--- src/rtl/dram_init_pkg.sv ---
package dram_init_pkg;
  parameter int CMD_W     = 6;
  parameter int MODE_W    = 13;
  parameter int REF_W     = 16;
  parameter int REF_EN    = 14;
  parameter int REF_IVL_W = 10;
  parameter int MAX_STEPS = 13;
  localparam int IDX_W    = $clog2(MAX_STEPS);

  localparam logic [CMD_W-1:0] C_MR   = 6'b000001;
  localparam logic [CMD_W-1:0] C_EMR  = 6'b000010;
  localparam logic [CMD_W-1:0] C_AREF = 6'b000100;
  localparam logic [CMD_W-1:0] C_PALL = 6'b001000;
  localparam logic [CMD_W-1:0] C_EMR2 = 6'b010000;
  localparam logic [CMD_W-1:0] C_EMR3 = 6'b100000;

  typedef struct packed {
    logic [CMD_W-1:0]  code;
    logic [MODE_W-1:0] value;
    logic              short_wait;
  } step_t;

  function automatic step_t mk(logic [CMD_W-1:0] c, int v, logic s);
    step_t r;
    r.code = c;
    r.value = MODE_W'(v);
    r.short_wait = s;
    return r;
  endfunction

  function automatic int seq_len(logic ddr2);
    return ddr2 ? 13 : 7;
  endfunction

  function automatic step_t ddr1_step(logic [IDX_W-1:0] i);
    case (i)
      4'd0: return mk(C_PALL, 0, 1'b0);
      4'd1: return mk(C_EMR, 'h000, 1'b0);
      4'd2: return mk(C_MR, 'h133, 1'b0);
      4'd3: return mk(C_PALL, 0, 1'b0);
      4'd4: return mk(C_AREF, 0, 1'b0);
      4'd5: return mk(C_AREF, 0, 1'b0);
      4'd6: return mk(C_MR, 'h033, 1'b0);
      default: return mk('0, 0, 1'b0);
    endcase
  endfunction

  function automatic step_t ddr2_step(logic [IDX_W-1:0] i);
    case (i)
      4'd0:  return mk(C_EMR2, 0, 1'b1);
      4'd1:  return mk(C_EMR3, 0, 1'b1);
      4'd2:  return mk(C_PALL, 0, 1'b0);
      4'd3:  return mk(C_EMR2, 0, 1'b0);
      4'd4:  return mk(C_EMR3, 0, 1'b0);
      4'd5:  return mk(C_EMR, 'h402, 1'b0);
      4'd6:  return mk(C_MR, 'h143, 1'b0);
      4'd7:  return mk(C_PALL, 0, 1'b0);
      4'd8:  return mk(C_AREF, 0, 1'b0);
      4'd9:  return mk(C_AREF, 0, 1'b0);
      4'd10: return mk(C_MR, 'h043, 1'b0);
      4'd11: return mk(C_EMR, 'h782, 1'b0);
      4'd12: return mk(C_EMR, 'h402, 1'b0);
      default: return mk('0, 0, 1'b0);
    endcase
  endfunction

  function automatic logic [REF_W-1:0] refresh_ctrl(int interval);
    logic [REF_W-1:0] w;
    w = '0;
    w[REF_EN] = 1'b1;
    w[REF_IVL_W-1:0] = REF_IVL_W'(interval);
    return w;
  endfunction
endpackage

--- src/rtl/dram_init_steps.sv ---
module dram_init_steps
  import dram_init_pkg::*;
(
  input  logic             ddr2,
  input  logic [IDX_W-1:0] idx,
  output step_t            step,
  output logic             last
);
  assign step = ddr2 ? ddr2_step(idx) : ddr1_step(idx);
  assign last = (int'(idx) == seq_len(ddr2) - 1);
endmodule

--- src/rtl/dram_init_timer.sv ---
module dram_init_timer #(
  parameter int LONG_CYC  = 12500,
  parameter int SHORT_CYC = 1250
) (
  input  logic clk,
  input  logic rst_n,
  input  logic load,
  input  logic short_sel,
  output logic busy,
  output logic expire
);
  localparam int MAXC = (LONG_CYC > SHORT_CYC) ? LONG_CYC : SHORT_CYC;
  localparam int CW   = $clog2(MAXC + 1);

  logic [CW-1:0] cnt_q;
  logic          busy_q;

  always_ff @(posedge clk or negedge rst_n) begin
    if (!rst_n) begin
      cnt_q  <= '0;
      busy_q <= 1'b0;
    end else if (load) begin
      cnt_q  <= short_sel ? CW'(SHORT_CYC - 1) : CW'(LONG_CYC - 1);
      busy_q <= 1'b1;
    end else if (busy_q) begin
      if (cnt_q == '0) busy_q <= 1'b0;
      else             cnt_q  <= cnt_q - 1'b1;
    end
  end

  assign busy   = busy_q;
  assign expire = busy_q && (cnt_q == '0);

  // a new wait is only started once the previous one is over
  p_load_idle_r5: assert property (@(posedge clk) disable iff (!rst_n)
    load |-> !busy_q);
endmodule

--- src/rtl/dram_init_seq.sv ---
module dram_init_seq
  import dram_init_pkg::*;
#(
  parameter int LONG_CYC     = 12500,
  parameter int SHORT_CYC    = 1250,
  parameter int REF_INTERVAL = 312
) (
  input  logic              clk,
  input  logic              rst_n,
  input  logic              type_strap,
  output logic              cmd_valid,
  input  logic              cmd_ready,
  output logic [CMD_W-1:0]  cmd_code,
  output logic [MODE_W-1:0] cmd_value,
  output logic [REF_W-1:0]  refresh_word,
  output logic              init_done
);
  typedef enum logic [1:0] {ST_BOOT, ST_ISSUE, ST_WAIT, ST_DONE} state_t;

  state_t           state_q;
  logic             ddr2_q;
  logic [IDX_W-1:0] idx_q;
  logic             ref_en_q;
  logic             done_q;
  step_t            cur_step;
  logic             cur_last;
  logic             handshake;
  logic             tmr_busy;
  logic             tmr_expire;

  dram_init_steps u_steps (
    .ddr2 (ddr2_q),
    .idx  (idx_q),
    .step (cur_step),
    .last (cur_last)
  );

  dram_init_timer #(.LONG_CYC(LONG_CYC), .SHORT_CYC(SHORT_CYC)) u_timer (
    .clk       (clk),
    .rst_n     (rst_n),
    .load      (handshake),
    .short_sel (cur_step.short_wait),
    .busy      (tmr_busy),
    .expire    (tmr_expire)
  );

  assign cmd_valid    = (state_q == ST_ISSUE);
  assign handshake    = cmd_valid && cmd_ready;
  assign cmd_code     = cmd_valid ? cur_step.code  : '0;
  assign cmd_value    = cmd_valid ? cur_step.value : '0;
  assign refresh_word = ref_en_q ? refresh_ctrl(REF_INTERVAL) : '0;
  assign init_done    = done_q;

  always_ff @(posedge clk or negedge rst_n) begin
    if (!rst_n) begin
      state_q  <= ST_BOOT;
      ddr2_q   <= 1'b0;
      idx_q    <= '0;
      ref_en_q <= 1'b0;
      done_q   <= 1'b0;
    end else begin
      case (state_q)
        ST_BOOT: begin
          ddr2_q  <= type_strap;
          idx_q   <= '0;
          state_q <= ST_ISSUE;
        end
        ST_ISSUE: if (handshake) state_q <= ST_WAIT;
        ST_WAIT: if (tmr_expire) begin
          if (cur_last) begin
            ref_en_q <= 1'b1;
            state_q  <= ST_DONE;
          end else begin
            idx_q   <= idx_q + 1'b1;
            state_q <= ST_ISSUE;
          end
        end
        default: done_q <= 1'b1;
      endcase
    end
  end

  // one command kind at a time
  p_onehot_r2: assert property (@(posedge clk) disable iff (!rst_n)
    cmd_valid |-> ($countones(cmd_code) == 1));
  // an offer is held until taken
  p_hold_r6: assert property (@(posedge clk) disable iff (!rst_n)
    (cmd_valid && !cmd_ready) |=> (cmd_valid && $stable(cmd_code) && $stable(cmd_value)));
  // nothing is offered while a wait runs
  p_quiet_r5: assert property (@(posedge clk) disable iff (!rst_n)
    tmr_busy |-> !cmd_valid);
  // the memory type is frozen after the boot cycle
  p_strap_r7: assert property (@(posedge clk) disable iff (!rst_n)
    (state_q != ST_BOOT) |=> $stable(ddr2_q));
  // done is sticky and silences the command port
  p_done_r9: assert property (@(posedge clk) disable iff (!rst_n)
    init_done |=> (init_done && !cmd_valid));
  // refresh is enabled before done rises
  p_refresh_r8: assert property (@(posedge clk) disable iff (!rst_n)
    $rose(init_done) |-> $past(refresh_word[REF_EN]));
endmodule

--- config.mk ---
export PLATFORM = sky130hd
export DESIGN_NAME = dram_init_seq
export DESIGN_NICKNAME = d
export VERILOG_FILES = /design/src/rtl/dram_init_pkg.sv /design/src/rtl/dram_init_steps.sv /design/src/rtl/dram_init_timer.sv /design/src/rtl/dram_init_seq.sv
export SDC_FILE = /design/constraint.sdc
export NUM_CORES = 1
export LEC_CHECK = 0
export CORE_MARGIN = 2
export CORE_UTILIZATION = 54
export CTS_BUF_LIST = sky130_fd_sc_hd__clkbuf_4 sky130_fd_sc_hd__clkbuf_8
export DETAILED_ROUTE_END_ITERATION = 12
export PLACE_DENSITY = 0.9
export SYNTH_ARGS = -nofsm -noshare
export SYNTH_HDL_FRONTEND = slang
export SYNTH_HIERARCHICAL = 1
export SYNTH_SLANG_ARGS = --single-unit
--- constraint.sdc ---
create_clock -name clk -period 3.1 [get_ports clk]
set_input_delay 0.62 -clock clk [delete_from_list [all_inputs] [get_ports clk]]
set_output_delay 0.62 -clock clk [all_outputs]
set_load 0.03 [all_outputs]
* Word level (Yosys, flattened, before mapping)
Memory sizes are Yosys's and may differ from the RTL's.
Cells that the tools add are included.
** Word-level totals
- Flip-flop bits (word level) :: 24
- Latch bits :: 0
- Bits in writable memories :: 0
- Memory bits (read-only) :: 224
- Input bits :: 4
- Output and inout bits :: 37
- Logic and storage cells :: 59
- Memories :: 1
** Memories
- (no name shown) :: words 16, bits a word 14, rd ports 1, clocked after Yosys merged registers in 0, write ports 0, RTL line dram_init_pkg.sv:49 : case (i)
** Operators by class
- Add/sub/neg operators :: 3
- Multiply operators :: 0
- Divide/modulo/power cells :: 0
- $lt $le $gt $ge :: 0
- Equal/unequal tests :: 13
- Shifts and indexed selects :: 0
- Muxes and demuxes :: 20
- Bitwise operators :: 0
- Reduce and logical (&&, ||, !) cells :: 15
** Operator list (number)
- $pmux 18 s5 :: 1
- $mux 14 :: 4
- $eq 5x32->1 :: 1
- $sub 32x2->32 const B :: 1
- $mux 20 :: 1
- $mux 15 :: 1
- $logic_not 14->1 :: 1
- $sub 14x1->14 const B :: 1
- $mux 13 :: 1
- $eq 4x3->1 const B :: 3
- $mux 4 :: 3
- $reduce_and 3->1 :: 3
- $eq 4x2->1 const B :: 2
- $pmux 4 s2 :: 1
- $mux 2 :: 3
- $mux 6 :: 1
- $ne 2x2->1 const B :: 3
- $pmux 2 s3 :: 1
- $add 4x1->4 const B :: 1
- $eq 4x1->1 const B :: 1
- $logic_not 4->1 :: 1
- $reduce_bool 2->1 :: 2
- $reduce_or 2->1 :: 2
- $mux 1 :: 3
- 8 further kinds :: 9

* Depth between registers and ports, before layout
- Word-level depth :: 6
- Depth in mapped cells :: 9
- Mapped depth without buffers :: 8

* By module
Netlist, hierarchy kept.
** Modules (own cells, without submodules)
- dram_init_timer :: times used 1, cells each 96, area an instance 897.1 sq um, sequential area each 375.4 sq um
- dram_init_seq :: times used 1, cells each 87, area an instance 790.8 sq um, sequential area each 225.2 sq um
- dram_init_steps :: times used 1, cells each 54, area an instance 399.1 sq um, sequential area each 0.0 sq um

* Worst setup path after synthesis
Ideal clock, no wire load.
- Path kind :: register to register
- From :: register u_timer.cnt_q[0]
- To :: register idx_q[3]
- Setup time :: 0.101 ns
- Data arrival time :: 2.287 ns
- Data required time :: 2.999 ns
- Path slack :: 0.712 ns
- Stages on the path, launching flop included :: 10
- Path buffers :: 1
- Clock period less this slack :: 2.388 ns
- Cell sequence :: dfrtp_1 > inv_1 > ha_1 > or3b_1 > clkbuf_1 > nor3_1 > and2_1 > nor2b_1 > or3_4 > o311ai_2
** On the way
- Word-level cells in the longest chain between the ends :: 4
** RTL lines
- from (decl) :: RTL line dram_init_timer.sv:15 : logic [CW-1:0] cnt_q;
- from (signal assigned) :: RTL line dram_init_timer.sv:23 : cnt_q <= short_sel ? CW'(SHORT_CYC - 1) : CW'(LONG_CYC - 1);
- from (signal assigned) :: RTL line dram_init_timer.sv:27 : else cnt_q <= cnt_q - 1'b1;
- $logic_not 14->1 :: RTL line dram_init_timer.sv:32 : assign expire = busy_q && (cnt_q == '0);
- $logic_and 1x1->1 :: RTL line dram_init_timer.sv:32
- via tmr_expire :: RTL line dram_init_seq.sv:29 : logic tmr_expire;
- $ne 2x2->1 (no line)
- $reduce_and 3->1 (no line)
- to (signal assigned) :: RTL line dram_init_seq.sv:74 : idx_q <= idx_q + 1'b1;
- to (decl) :: RTL line dram_init_seq.sv:22 : logic [IDX_W-1:0] idx_q;
The timed path passes the listed nets, and every way through them passes these cells.
A chain may end at the register's enable or synchronous reset.

==> results.tsv <==
stage	metric	value	unit
status	status	completed	
synthesis	flops & latches, synth	24	
synthesis	post-synthesis sequential area ratio	0.288	
cts	TritonCTS clock tree	built	
cells_and_area	Core Util, Final	0.632	
worst_setup_path	worst r2r src	u_timer/cnt_q[0]	
timing	worst slew pin tran	0.623	ns
timing	fin. max-slew vios	0	
grt	total gr overflow	0	
worst_setup_path	CP Class	register to output pin	
placed_design	Port Buf Inserts	25	
pwr	leakage	1.06	nW
cts	# Post-CTS Setup Buffers	0	
synthesis	synth warn	6	
synthesis	Post-Syn Area per Cell	8.81	um^2
timing	worst setup margin	0.248	ns
cells_and_area	fillcell total	304	
grt	total track usage	0.196	
cts	CTS Root Cell	clkbuf_8	
drt	First DRT Iteration DRCs	85	
worst_setup_path	CP Capture Type	output pin	
cells_and_area	layout cells sized above 1	0.108	
worst_setup_path	crit path max fanout	8	
cts	Clk pin slew, worst setup/hold paths	0.08	ns
worst_setup_path	reg2reg setup slack	0.49	ns
grt	largest net degree at the start of global routing	25	
synthesis	Synth area leader	dfrtp_1	
min_path	cell count of the worst hold path	1	
timing	fmax	351	MHz
timing	# setup viols final	0	
pwr	PwrDens	266	nW/um^2
synthesis	Synth Flop Type	dfrtp_1	
synthesis	cell area after synthesis	2090	um^2
timing	Rel. slew slack	0.584	
die	Cell Rows	22	
cells_and_area	area added between synthesis and finish	11.7	%
drt	ANT nets after route	0	
cts	CTS Buffer Depth	2	
cts	Skew-Pair Late Insertion Delay	0.27	ns
min_path	min-delay worst type	register to register	
grt	initial antenna violation count	0	
pwr	worst vdd ir	0.228	mV
synthesis	post-synth top area share	0.288	
synthesis	Yosys cell types	65	
synthesis	Post-synth EDFFs	0	
cts	CTS Hold Bufs	0	
die	Initial Utilization	0.566	
timing	Hold Worst Slack	0.469	ns
timing	post-route setup TNS	0	ns
timing	Period Utilization, post-route	0.920	
min_path	hold endpoint	init_done	
worst_setup_path	Setup crit start kind	register	
placed_design	Post-DP HPWL	2850	um
die	Die Width	66.2	um
timing	fin crit period	2.85	ns
die	die height	66.2	um
drt	DRC	0	
drt	DRT Wirelength	3990	um
die	Die Area	4380	um^2
cells_and_area	total area of sequential cells	602	um^2
drt	WL/cell	13.4	um
cts	CTS H-tree lvls	1	
cts	clk sinks	24	
drt	via count	1664	
flow_run	max cap viols	0	
cells_and_area	diodes inserted	0	
worst_setup_path	Critical Path RT	2.48	ns
die	# IOs	41	
grt	vias in the first global route	1528	
worst_setup_path	worst reg-to-reg path cell count	8	
timing	final hold violation count	0	
die	core area	3690	um^2
synthesis	Post-Syn Instances	237	
worst_setup_path	Arr. time, crit path	2.23	ns
placed_design	pre-CTS setup slack	0.276	ns
cells_and_area	Final nets	267	
worst_setup_path	RR Endpoint	idx_q[3]	
drt	drt pass-1 iters	6	
synthesis	top post-synthesis cells by area	dfrtp_1, buf_4, ha_1	
grt	first-pass GRT wire length	6690	um
placed_design	final RePlAce weighted congestion	0.800	
timing	unrepaired setup endpoints after global routing	false	
synthesis	Async SR Flop Fraction	1.00	
timing	Clock Skew	0.00449	ns
min_path	Hold Crit Start	init_done	
cts	CTS buffer count	3	
drt	Vias/cell	5.58	
cells_and_area	footprint of the multi-input gates	1260	um^2
==> cells by family (layout without fill, tap and decap cells) <==
group,count (synthesis),after routing,share of synthesized area
simple gates,99,99,0.296
other cells,2,15,0.00360
flops,24,24,0.288
mux,6,6,0.0294
compound gates,46,46,0.171
fa+ha+maj,12,12,0.0719
buf+inv,46,46,0.132
xor+xnor,2,2,0.00839
==> cell usage in the layout (no fill, tap or decap), types with 3 or more instances in the layout <==
master           instances
o21ai_1                  4
nor2b_1                  4
clkbuf_8                 3
a21oi_1                  5
nor3_1                   7
a31oi_1                  3
or2_2                    4
dlymetal6s2s_1           6
clkdlybuf4s50_1         18
o31ai_1                  5
conb_1                  15
o21ai_0                  4
nand4_1                  3
and2_1                  22
nand3b_1                 3
ha_1                    12
buf_4                    3
dfrtp_1                 23
inv_1                   14
nand2b_1                 4
nand2_1                 12
nor3b_1                  4
mux2i_1                  5
nand3_1                  5
nor2_1                   7
==> power by group <==
part | total (mW) | internal [mW] | switching, mW
registers | 0.313 | 0.313 | 0
logic | 0.0286 | 0.00411 | 0.0245
clock network | 0.278 | 0.173 | 0.105
total | 0.620 | 0.490 | 0.130
==> metal layers <==
layer / share of wire / up-vias / track usage
met5: 0 / - / 0
met4: 0.014 / 0 / 0.0867
met3: 0.039 / 5 / 0.0324
met2: 0.49 / 37 / 0.329
met1: 0.45 / 787 / 0.248
li1: - / 835 / -
==> metrics by stage <==
| stage | cell area, um^2 | instances | power, mW |
|---|---|---|---|
| floorplan | 2140 | 250 | 0.351 |
| global placement | 2240 | 294 | 0.348 |
| detailed placement | 2240 | 294 | 0.348 |
| CTS | 2310 | 298 | 0.629 |
| global route | 2330 | 298 | 0.640 |
| finish | 2330 | 298 | 0.620 |
==> timing repair <==
action	CTS	global route
gates cloned	0	0
gates resized for setup	1	7
setup endpoints to repair	1	6
==> worst max-delay path by stage <==
stage,to,cells past startpoint,slack (ns),from
after detailed placement,cmd_value[0],7,0.28,idx_q[0]
after floorplan,idx_q[3],9,0.71,u_timer/cnt_q[0]
after global routing,cmd_value[8],6,0.12,idx_q[0]
after CTS,cmd_code[0],7,0.001,idx_q[0]
final,cmd_value[8],6,0.25,idx_q[0]
after global placement,cmd_value[0],7,0.38,idx_q[0]
==> sequential cells by signal, indices dropped and copies added (netlist names) <==
signal and count:
u_timer/cnt_q 14, idx_q 4, state_q 2, ddr2_q 1, init_done 1, ref_en_q 1
u_timer/busy 1
==> area by class of cell <==
class / count / share of cell area
Multi-Input combinational cell: 180 / 0.540
Sequential cell: 24 / 0.258
Timing Repair Buffer: 28 / 0.123
Tap cell: 48 / 0.0258
Inverter: 14 / 0.0225
Clock buffer: 3 / 0.0177
Clock inverter: 1 / 0.0129
==> cells in the mapped netlist (2+ instances only) <==
cell type / n
nand3_1: 5
o21ai_1: 4
nor3b_1: 4
and4_1: 2
nand2b_1: 4
dfrtp_1: 24
nand4_1: 3
nand2_1: 12
mux2i_1: 5
buf_2: 2
o31ai_1: 5
a21o_1: 2
a31oi_1: 3
nand3b_1: 3
o31a_1: 2
or4_1: 2
or3b_1: 2
o22ai_1: 2
conb_1: 2
nor4_1: 2
inv_1: 14
nor3_1: 7
o21a_1: 2
xor2_1: 2
clkbuf_1: 4
nor2b_1: 4
ha_1: 12
buf_4: 25
and3_1: 2
nor2_1: 7
or2_2: 4
or3_2: 2
o211ai_1: 2
o21ai_0: 4
and2_1: 22
a21oi_1: 5
==> worst max-delay path: stages (launching register included) <==
cell and delay (ns):
dfrtp_1 0.46, inv_1 0.13, ha_1 0.25, inv_1 0.06, o32ai_1 0.23, and2_1 0.15
clkdlybuf4s50_1 0.66
No activity file was read; power rests on OpenSTA's default activity.
